===== config.mk =====
export PLATFORM = sky130hd
export DESIGN_NAME = dgrp_state
export DESIGN_NICKNAME = d
export VERILOG_FILES = /design/src/rtl/dgrp_pkg.sv /design/src/rtl/dgrp_state.sv
export SDC_FILE = /design/constraint.sdc
export NUM_CORES = 1
export LEC_CHECK = 0
export ABC_AREA = 1
export BUFFER_PORTS_ARGS = -buffer_cell sky130_fd_sc_hd__buf_2
export CAP_MARGIN = 20
export CORE_MARGIN = 4
export CORE_UTILIZATION = 50
export DETAILED_ROUTE_END_ITERATION = 16
export PLACE_DENSITY = 0.89
export SYNTH_ARGS = -nofsm -noshare
export SYNTH_HDL_FRONTEND = slang
export SYNTH_SLANG_ARGS = --single-unit

===== constraint.sdc =====
create_clock -name clk_i -period 2.2 [get_ports clk_i]
set_clock_uncertainty 0.15 [all_clocks]
set_input_delay 0.22 -clock clk_i [delete_from_list [all_inputs] [get_ports clk_i]]
set_output_delay 0.22 -clock clk_i [all_outputs]
set_load 0.02 [all_outputs]

===== src/rtl/dgrp_pkg.sv =====
package dgrp_pkg;

  typedef enum logic [3:0] {
    CLS_PSEUDO   = 4'd0,
    CLS_FIX      = 4'd1,
    CLS_FIX_LEAD = 4'd2,
    CLS_LOAD     = 4'd3,
    CLS_STORE    = 4'd4,
    CLS_FLT      = 4'd5,
    CLS_CR       = 4'd6,
    CLS_SPR      = 4'd7,
    CLS_VALU     = 4'd8,
    CLS_VPERM    = 4'd9,
    CLS_BRANCH   = 4'd10
  } icls_e;

  typedef enum logic [1:0] {
    VD_CLEAR  = 2'd0,
    VD_HAZARD = 2'd1,
    VD_NOOP   = 2'd2
  } verdict_e;

  typedef struct packed {
    logic cr;
    logic spr;
    logic valu;
    logic vperm;
    logic ctr_set;
    logic store_seen;
  } grp_flags_t;

  // A class code that names a real unit; everything else is a pseudo op.
  function automatic logic is_known(logic [3:0] c);
    return (c != 4'd0) && (c <= 4'd10);
  endfunction

  // Classes that may only open a group.
  function automatic logic lead_only(logic [3:0] c);
    return (c == 4'(CLS_CR)) || (c == 4'(CLS_SPR)) || (c == 4'(CLS_FIX_LEAD));
  endfunction

  function automatic logic at_cap(int cnt, int cap);
    return cnt >= cap;
  endfunction

endpackage


===== src/rtl/dgrp_state.sv =====
module dgrp_state
  import dgrp_pkg::*;
#(
  parameter int SLOTS   = 5,
  parameter int FIX_MAX = 2,
  parameter int LS_MAX  = 2,
  parameter int FP_MAX  = 2,
  parameter int SW  = $clog2(SLOTS + 1),
  parameter int FXW = $clog2(FIX_MAX + 1),
  parameter int LSW = $clog2(LS_MAX + 1),
  parameter int FPW = $clog2(FP_MAX + 1)
) (
  input  logic           clk_i,
  input  logic           rst_i,
  input  logic           blk_i,
  input  logic           accept_i,
  input  logic           adv_i,
  input  logic [3:0]     cls_i,
  input  logic           sets_ctr_i,
  output logic [SW-1:0]  slots_o,
  output logic [FXW-1:0] fx_o,
  output logic [LSW-1:0] ls_o,
  output logic [FPW-1:0] fp_o,
  output grp_flags_t     flags_o,
  output logic           grp_close_o
);

  localparam logic [SW-1:0] FULL = SW'(SLOTS);

  logic [SW-1:0]  slots_q, slots_d;
  logic [FXW-1:0] fx_q, fx_d;
  logic [LSW-1:0] ls_q, ls_d;
  logic [FPW-1:0] fp_q, fp_d;
  grp_flags_t     fl_q, fl_d;
  logic           clear;

  assign clear = rst_i || blk_i;

  always_comb begin
    slots_d     = slots_q;
    fx_d        = fx_q;
    ls_d        = ls_q;
    fp_d        = fp_q;
    fl_d        = fl_q;
    grp_close_o = 1'b0;
    if (accept_i) begin
      case (cls_i)
        4'(CLS_FIX), 4'(CLS_FIX_LEAD): fx_d = fx_q + 1'b1;
        4'(CLS_LOAD):  ls_d = ls_q + 1'b1;
        4'(CLS_STORE): begin
          ls_d = ls_q + 1'b1;
          fl_d.store_seen = 1'b1;
        end
        4'(CLS_FLT):    fp_d = fp_q + 1'b1;
        4'(CLS_CR):     fl_d.cr = 1'b1;
        4'(CLS_SPR):    fl_d.spr = 1'b1;
        4'(CLS_VALU):   fl_d.valu = 1'b1;
        4'(CLS_VPERM):  fl_d.vperm = 1'b1;
        4'(CLS_BRANCH): grp_close_o = 1'b1;
        default: ;
      endcase
      if (sets_ctr_i)
        fl_d.ctr_set = 1'b1;
      slots_d = slots_q + 1'b1;
    end else if (adv_i) begin
      slots_d = slots_q + 1'b1;
    end
    if (slots_d == FULL)
      grp_close_o = 1'b1;
    if (grp_close_o) begin
      slots_d = '0;
      fx_d    = '0;
      ls_d    = '0;
      fp_d    = '0;
      fl_d    = '0;
    end
  end

  always_ff @(posedge clk_i) begin
    if (clear) begin
      slots_q <= '0;
      fx_q    <= '0;
      ls_q    <= '0;
      fp_q    <= '0;
      fl_q    <= '0;
    end else begin
      slots_q <= slots_d;
      fx_q    <= fx_d;
      ls_q    <= ls_d;
      fp_q    <= fp_d;
      fl_q    <= fl_d;
    end
  end

  assign slots_o = slots_q;
  assign fx_o    = fx_q;
  assign ls_o    = ls_q;
  assign fp_o    = fp_q;
  assign flags_o = fl_q;

  // the open group never holds a full set of slots across an edge
  p_slot_bound_r8: assert property (@(posedge clk_i) disable iff (rst_i)
    slots_q < FULL);

  // unit counters stay within their limits
  p_fix_cap_r2: assert property (@(posedge clk_i) disable iff (rst_i)
    int'(fx_q) <= FIX_MAX && int'(ls_q) <= LS_MAX && int'(fp_q) <= FP_MAX);

  // an accepted branch leaves an empty group behind
  p_branch_close_r5: assert property (@(posedge clk_i) disable iff (rst_i)
    (accept_i && cls_i == 4'(CLS_BRANCH)) |=> slots_q == '0);

  // a plain advance below the last slot moves the count by one
  p_adv_step_r8: assert property (@(posedge clk_i) disable iff (rst_i)
    (adv_i && !accept_i && !blk_i && slots_q < SW'(SLOTS - 1))
      |=> slots_q == $past(slots_q) + 1'b1);

endmodule


==> impl_metrics.toml, run 1 <==
[detailed_routing]
drt_iter0_markers = 12
wl_per_cell_um = 11.0
via_per_inst = 4.99
drtPass1Iterations = 4
vias = 714
drt.antenna.violating_nets = 0
drcViolationCount = 0
wirelength_um = 1570

[synth]
ys.flop_type = "dfxtp_1"
synthCells = 101
synth_cell_types = 19
async_flop_share_pct = 0
avgSynthCellArea_um2 = 7.59
ys_top_cells_by_count = "nand2_1 (21), dfxtp_1 (15), nor2_1 (14)"
netlist_top_cells_area = "dfxtp_1 (39%), nand2_1 (10%), nor2_2 (7.3%)"
syn_area_um2 = 767
syn-num-nets = 112
ys.warnings.count = 0
synth_edf_count = 0
synth.most_common_cell = "nand2_1"
ys_ff_latch = 15
ys_seq_area_share_pct = 39.2
yosysTopAreaCellShare_pct = 39.2
synth_top_area_cell = "dfxtp_1"

[setup_path]
path_max_fanout = 4
r2r-start = "slots_o[0]"
arrival_ns = 1.52
path_common_cell = "nand2_1"
r2r_cells = 7
worstSetupPathType = "flop to primary output"
timing.rr.end = "flags_o[4]"
critPathRequiredTime_ns = 1.83
startpoint = "slots_o[0]"
endpoint_kind = "primary output"
r2r_slack_ns = 0.66
critPathMaxStageDelay_ns = 0.34
critical_path.cell_chain = "ha_1 > nand2_1 > nand2_1 > nor2_1 > nand2_2 > nand2_1 > buf_2"
start_kind = "flop"
cp_slowest_cell = "dfxtp_1"

[cells_and_area]
fill_cells = 140
drive_gt1_share_pct = 35.9
design_area_um2 = 907
area_growth_pct = 18.3
area.sequential_um2 = 300
multi_input_area_um2 = 387
nNetsFinal = 140
stdcell_count = 143
num_antenna_cells = 0

[outcome]
status = "complete, no violations"

[clock_tree]
clk_latency_ns = 0.29
hold_buffers = 0
cts.clk_slew.worst_paths_ns = 0.09
post_cts_buffers = 0
cts_resized = 0
clockBufferDepth = 2
htreeDepth = 1
root_buffer = "clkbuf_4"
cts_tree = "built"
cts_sinks = 15
cts_made_buffers = 3

[floorplanning]
die_w_um = 47.2
core_um2 = 1370
dieArea_um2 = 2220
start_util_pct = 56.1
row_count = 13
pin_count = 26
die_h_um = 47.2

[power_and_ir_drop]
pwr-share-clk_pct = 31.8
max-vdd-ir-drop_mv = 0.347
total_power_mw = 0.504
seq_power_share_pct = 55.1
switching_share_pct = 27.6
leakage_nw = 0.477
p_sw_mw = 0.139
intPower_mw = 0.365
combPwrFrac_pct = 13.1
p_per_area_nw_per_um2 = 556

[global_routing]
antenna_found_initial = 0
grt_pass1_wl_um = 2430
grt_pass1_vias = 625
grt_overflow = 0
grt_usage_pct = 15.8
grt_max_degree = 15

[sta]
maxSlewViolCount = 0
setup_tns_ns = 0
rsz0062_at_grt = "false"
hold_viol_final = 0
finalSetupViolCount = 0
finalCriticalPeriod_ns = 1.89
max_freq_ghz = 0.530
worst_pin_slew_ns = 0.243
max_slew_margin_pct = 83.8
period_share_pct = 85.7

[placement]
port_buffers = 25
place_congestion = 0.753
placed_area_um2 = 880
dp_cells = 139
dp_hpwl_um = 1230

[hold_path]
min_path_cells = 3
holdPathEnd = "flags_o[1]"
min_from = "sets_ctr_i"
hp-class = "primary input to flop"

[run]
drv_cap = 0
-- power groups by stage --
stage	registers, mW	clock network, mW	logic [mW]
after floorplan	0.289	0	0.0450
after global placement	0.284	0	0.0636
after detailed placement	0.284	0	0.0657
after CTS	0.278	0.162	0.0660
after global routing	0.279	0.170	0.0731
final	0.278	0.160	0.0659
-- cell families (layout without fill, tap and decap cells) --
| kind of cell | Yosys count | count (layout) | share of synthesized area, % |
|---|---|---|---|
| fa+ha+maj | 1 | 1 | 1.63 |
| simple gates | 60 | 60 | 39.8 |
| xor+xnor | 5 | 5 | 5.71 |
| compound gates | 5 | 5 | 3.26 |
| flops | 15 | 15 | 39.2 |
| buf+inv | 15 | 42 | 10.4 |
-- worst max-delay path by stage --
| stage | end | slack, ns |
|---|---|---|
| final | grp_close_o | 0.31 |
| after global routing | grp_close_o | 0.21 |
| after CTS | grp_close_o | 0.31 |
| after detailed placement | grp_close_o | 0.63 |
| after global placement | grp_close_o | 0.67 |
| after floorplan | grp_close_o | 0.61 |
-- final cells by class --
cell class                 instances  area share [%]
timing repair buffer              25            13.8
clock buffer                       3            2.48
tap                               15            2.07
clock inverter                     1           0.552
multi-input combinational         71            42.6
inverter                          13            5.38
sequential                        15            33.1
-- critical path, delay by kind of cell, from the launching register on --
kind	cells	cell delay (ns)
DFF	1	0.34
buffers and inverters	1	0.16
adders and majority gates	1	0.29
and+or+nand+nor	5	0.43
-- metrics by stage --
step	hold slack (ns)	utilization (%)	worst slack, ns
after detailed placement	0.332	64.4	0.634
after global placement	0.311	64.4	0.671
final	0.0376	66.4	0.315
after CTS	0.0447	66.4	0.310
after global routing	0.0753	66.4	0.209
after floorplan	0.245	-	0.609
-- registers in the layout, indices dropped and copies added, names as in the netlist --
name     cells
flags_o      6
ls_o         2
fx_o         2
fp_o         2
slots_o      3
-- cells in the final DEF (no fill, tap or decap), types with 3 or more instances in the layout --
cell type,instances
clkbuf_4,3
buf_2,25
xor2_1,5
nand2_2,3
dfxtp_1,15
a21oi_1,4
nor2_1,14
nor2_2,9
nand2_1,21
nand3_1,4
nand4_1,3
inv_1,11
-- layer usage --
metal	vias up	global-route usage [%]	wire length (um)
met1	321	16.7	641
met2	24	28.7	779
met5	-	0	0
met4	0	9.94	39
met3	5	2.68	107
li1	364	-	-
Power figures use the tool's default switching activity.
==> run 2: changes to the inputs <==
--- a/config.mk
+++ b/config.mk
@@ -5,11 +5,10 @@
 export SDC_FILE = /design/constraint.sdc
 export NUM_CORES = 1
 export LEC_CHECK = 0
-export ABC_AREA = 1
 export BUFFER_PORTS_ARGS = -buffer_cell sky130_fd_sc_hd__buf_2
 export CAP_MARGIN = 20
 export CORE_MARGIN = 4
-export CORE_UTILIZATION = 50
+export CORE_UTILIZATION = 49
 export DETAILED_ROUTE_END_ITERATION = 16
 export PLACE_DENSITY = 0.89
 export SYNTH_ARGS = -nofsm -noshare
==> impl_metrics.toml, run 2 <==
[synth]
synth_top_area_cell = "dfxtp_1"
synth.most_common_cell = "nor2_1"
ys.flop_type = "dfxtp_1"
syn-num-nets = 87
ys_ff_latch = 15
ys_top_cells_by_count = "nor2_1 (17), dfxtp_1 (15), xnor2_1 (5)"
synthCells = 76
avgSynthCellArea_um2 = 9.07
synth_cell_types = 27
ys_seq_area_share_pct = 43.6
yosysTopAreaCellShare_pct = 43.6
syn_area_um2 = 689
async_flop_share_pct = 0
synth_edf_count = 0
netlist_top_cells_area = "dfxtp_1 (44%), nor2_1 (9.3%), xnor2_1 (6.4%)"
ys.warnings.count = 0

[clock_tree]
post_cts_buffers = 0
cts.clk_slew.worst_paths_ns = 0.09
root_buffer = "clkbuf_4"
clockBufferDepth = 2
hold_buffers = 0
cts_resized = 0
cts_tree = "built"
cts_sinks = 15
clk_latency_ns = 0.28
cts_made_buffers = 3
htreeDepth = 1

[global_routing]
grt_overflow = 0
antenna_found_initial = 0
grt_max_degree = 15
grt_usage_pct = 15.1
grt_pass1_vias = 510
grt_pass1_wl_um = 2210

[placement]
dp_hpwl_um = 1090
place_congestion = 0.795
placed_area_um2 = 812
port_buffers = 25

[power_and_ir_drop]
combPwrFrac_pct = 12.6
p_sw_mw = 0.127
seq_power_share_pct = 56.0
switching_share_pct = 25.5
max-vdd-ir-drop_mv = 0.372
p_per_area_nw_per_um2 = 594
intPower_mw = 0.371
leakage_nw = 0.368
pwr-share-clk_pct = 31.4

[sta]
max_slew_margin_pct = 74.3
maxSlewViolCount = 0
period_share_pct = 93.3
max_freq_ghz = 0.487
hold_viol_final = 0
finalSetupViolCount = 0
finalCriticalPeriod_ns = 2.05
rsz0062_at_grt = "false"
worst_pin_slew_ns = 0.380
setup_tns_ns = 0

[cells_and_area]
final_common_cell = "buf_2"
largest_reg_flops = 6
fin_util_pct = 63.6
drive_gt1_share_pct = 30.4
area_growth_pct = 21.6
design_area_um2 = 838
most-common-layout-cells = "buf_2 (25), nor2_1 (17), dfxtp_1 (15), xnor2_1 (5)"
num_antenna_cells = 0
fill_cells = 116
nNetsFinal = 114

[floorplanning]
core_um2 = 1320
die_w_um = 45.5
start_util_pct = 52.3
pin_count = 26
dieArea_um2 = 2070
die_h_um = 45.5
row_count = 13

[setup_path]
r2r_slack_ns = 0.32
timing.rr.end = "flags_o[0]"
critPathRequiredTime_ns = 1.83
r2r-start = "slots_o[0]"
path_max_fanout = 5
start_kind = "flop"
endpoint_kind = "primary output"
r2r_cells = 4
worstSetupPathType = "flop to primary output"
arrival_ns = 1.68

[detailed_routing]
wl_per_cell_um = 12.0
wirelength_um = 1400
drt_iter0_markers = 12
drcViolationCount = 0
drt.antenna.violating_nets = 0
via_per_inst = 5.14
drtPass1Iterations = 4
vias = 601

[hold_path]
holdPathEnd = "flags_o[1]"
min_from = "sets_ctr_i"
min_path_cells = 3
hp-class = "primary input to flop"

[outcome]
status = "complete, no violations"

[run]
drv_cap = 0
[run 2: routing by layer]
layer	GRT usage (%)	wire, um
met2	23.1	624
met4	7.02	23
met5	0	0
met1	18.9	629
met3	5.14	127
[run 2: cell families (layout without fill, tap and decap cells)]
group | Yosys count | in the layout | synth area share [%]
simple gates | 34 | 34 | 25.2
buf+inv | 4 | 30 | 3.63
xor+xnor | 9 | 9 | 11.4
flops | 15 | 15 | 43.6
compound gates | 13 | 13 | 14.3
fa+ha+maj | 1 | 1 | 1.81
[run 2: area by class of cell]
| cell class | instances | area [um2] | share of cell area, % |
|---|---|---|---|
| clock buffers | 4 | 26.3 | 3.13 |
| inverters | 1 | 3.75 | 0.448 |
| well taps | 15 | 18.8 | 2.24 |
| flip-flops and latches | 15 | 300 | 35.8 |
| repair buffers | 25 | 125 | 14.9 |
| multi-input cells | 57 | 364 | 43.4 |
[run 2: stage by stage]
step / hold WS (ns) / setup slack, ns / power [mW] / cells
6_report: 0.0391 / 0.148 / 0.498 / 117
5_1_grt: 0.0520 / 0.0542 / 0.520 / 117
4_1_cts: 0.0354 / 0.138 / 0.499 / 117
3_5_place_dp: 0.306 / 0.326 / 0.348 / 113
3_3_place_gp: 0.307 / 0.361 / 0.345 / 113
2_1_floorplan: 0.211 / 0.192 / 0.329 / 76
[run 2: worst max-delay path, cell delays in order (launching register included)]
cell and delay, ns:
dfxtp_1 0.35, ha_1 0.32, o31a_2 0.38, o21ai_0 0.15
buf_2 0.19
[run 2: how the worst max path moves through the flow]
stage,depth (start not counted),slack (ns),startpoint,endpoint
global placement,5,0.36,accept_i,flags_o[0]
floorplan,3,0.19,slots_o[0],grp_close_o
global route,4,0.05,slots_o[0],grp_close_o
CTS,4,0.14,slots_o[0],grp_close_o
detailed placement,5,0.33,accept_i,flags_o[0]
finish,4,0.15,slots_o[0],grp_close_o
[run 2: power groups by stage]
stage          clock network [mW]  registers (mW)  logic (mW)
3_5_place_dp                    0           0.285      0.0624
2_1_floorplan                   0           0.289      0.0391
3_3_place_gp                    0           0.285      0.0604
5_1_grt                     0.172           0.279      0.0688
4_1_cts                     0.157           0.279      0.0629
6_report                    0.157           0.279      0.0626
==> run 3: changes to the inputs <==
==> constraint.sdc (replaced) <==
create_clock -name clk_i -period 2.6 [get_ports clk_i]
set_clock_uncertainty 0.15 [all_clocks]
set_input_delay 0.26 -clock clk_i [delete_from_list [all_inputs] [get_ports clk_i]]
set_output_delay 0.26 -clock clk_i [all_outputs]
set_load 0.02 [all_outputs]
==> impl_metrics.toml, run 3 (synthesis results as in run 2) <==
[outcome]
status = "complete, no violations"

[detailed_routing]
via_per_inst = 5.35
vias = 626
drt.antenna.violating_nets = 0
drtPass1Iterations = 3
drt_iter0_markers = 4
drcViolationCount = 0
wl_per_cell_um = 12.4
wirelength_um = 1450

[cells_and_area]
drive_gt1_share_pct = 30.4
fill_cells = 112
area_growth_pct = 21.6
multi_input_area_um2 = 364
area.sequential_um2 = 300
stdcell_count = 117
num_antenna_cells = 0
final_common_cell = "buf_2"
fin_util_pct = 63.6
nNetsFinal = 114
most-common-layout-cells = "buf_2 (25), nor2_1 (17), dfxtp_1 (15), xnor2_1 (5)"
largest_reg_flops = 6

[power_and_ir_drop]
intPower_mw = 0.314
max-vdd-ir-drop_mv = 0.355
total_power_mw = 0.423
leakage_nw = 0.368
p_per_area_nw_per_um2 = 504
combPwrFrac_pct = 12.6
seq_power_share_pct = 55.8
p_sw_mw = 0.109
switching_share_pct = 25.8
pwr-share-clk_pct = 31.6

[global_routing]
grt_pass1_vias = 592
antenna_found_initial = 0
grt_usage_pct = 16.8
grt_overflow = 0
grt_max_degree = 15
grt_pass1_wl_um = 2490

[clock_tree]
cts_resized = 0
post_cts_buffers = 0
clk_latency_ns = 0.28
cts.clk_slew.worst_paths_ns = 0.09
cts_sinks = 15
clockBufferDepth = 2
htreeDepth = 1
root_buffer = "clkbuf_4"
hold_buffers = 0
cts_tree = "built"
cts_made_buffers = 3

[placement]
place_congestion = 0.789
dp_cells = 113
dp_hpwl_um = 1110
port_buffers = 25

[floorplanning]
pin_count = 26
core_um2 = 1320
die_h_um = 45.5
start_util_pct = 52.3
row_count = 13
die_w_um = 45.5
dieArea_um2 = 2070

[sta]
max_freq_ghz = 0.476
hold_viol_final = 0
maxSlewViolCount = 0
worst_pin_slew_ns = 0.401
period_share_pct = 80.9
finalSetupViolCount = 0
max_slew_margin_pct = 73.2
hold_slack_ns = 0.0792
setup_tns_ns = 0
rsz0062_at_grt = "false"
finalCriticalPeriod_ns = 2.10

[setup_path]
arrival_ns = 1.69
endpoint_kind = "primary output"
worstSetupPathType = "flop to primary output"
critPathRequiredTime_ns = 2.19
path_max_fanout = 5
start_kind = "flop"

[run]
drv_cap = 0

[hold_path]
hp-class = "primary input to flop"
## run 3: through the flow
step	worst slack [ns]	cell area, um2
2_1_floorplan	0.552	689
3_3_place_gp	0.719	812
3_5_place_dp	0.683	812
4_1_cts	0.487	838
5_1_grt	0.412	838
6_report	0.497	838
## run 3: worst paths after layout
check                                    to       start  cells after the start  slack (ns)
worst max-delay path            grp_close_o  slots_o[0]                      4        0.50
worst max register to register   flags_o[0]  slots_o[0]                      4        0.70
worst min-delay path             flags_o[1]  sets_ctr_i                      3        0.08
worst min register to register   flags_o[3]  flags_o[3]                      2        0.33
## run 3: area by class of cell
class | count | area share (%)
multi-input combinational | 57 | 43.4
sequential | 15 | 35.8
timing repair buffer | 25 | 14.9
clock buffer | 4 | 3.13
tap | 15 | 2.24
inverter | 1 | 0.448
## run 3: worst max-delay path, cell delays in order (launching register included)
cell	delay (ns)
dfxtp_1	0.41
ha_1	0.27
o31a_2	0.39
o21ai_0	0.15
buf_2	0.19
## run 3: power by group through the flow
stage | Clock (mW) | Sequential, mW | Combinational (mW)
finish | 0.134 | 0.236 | 0.0533
global route | 0.149 | 0.236 | 0.0586
CTS | 0.138 | 0.236 | 0.0535
detailed placement | 0 | 0.241 | 0.0532
global placement | 0 | 0.241 | 0.0510
floorplan | 0 | 0.245 | 0.0331
## run 3: routing by layer
metal  track usage, %  share of wire, %  vias up
met1             19.6                42      289
met4             10.5               2.3        0
met5                0                 0        -
li1                 -                 -      311
met2             27.0                47       22
met3             4.35               7.9        4
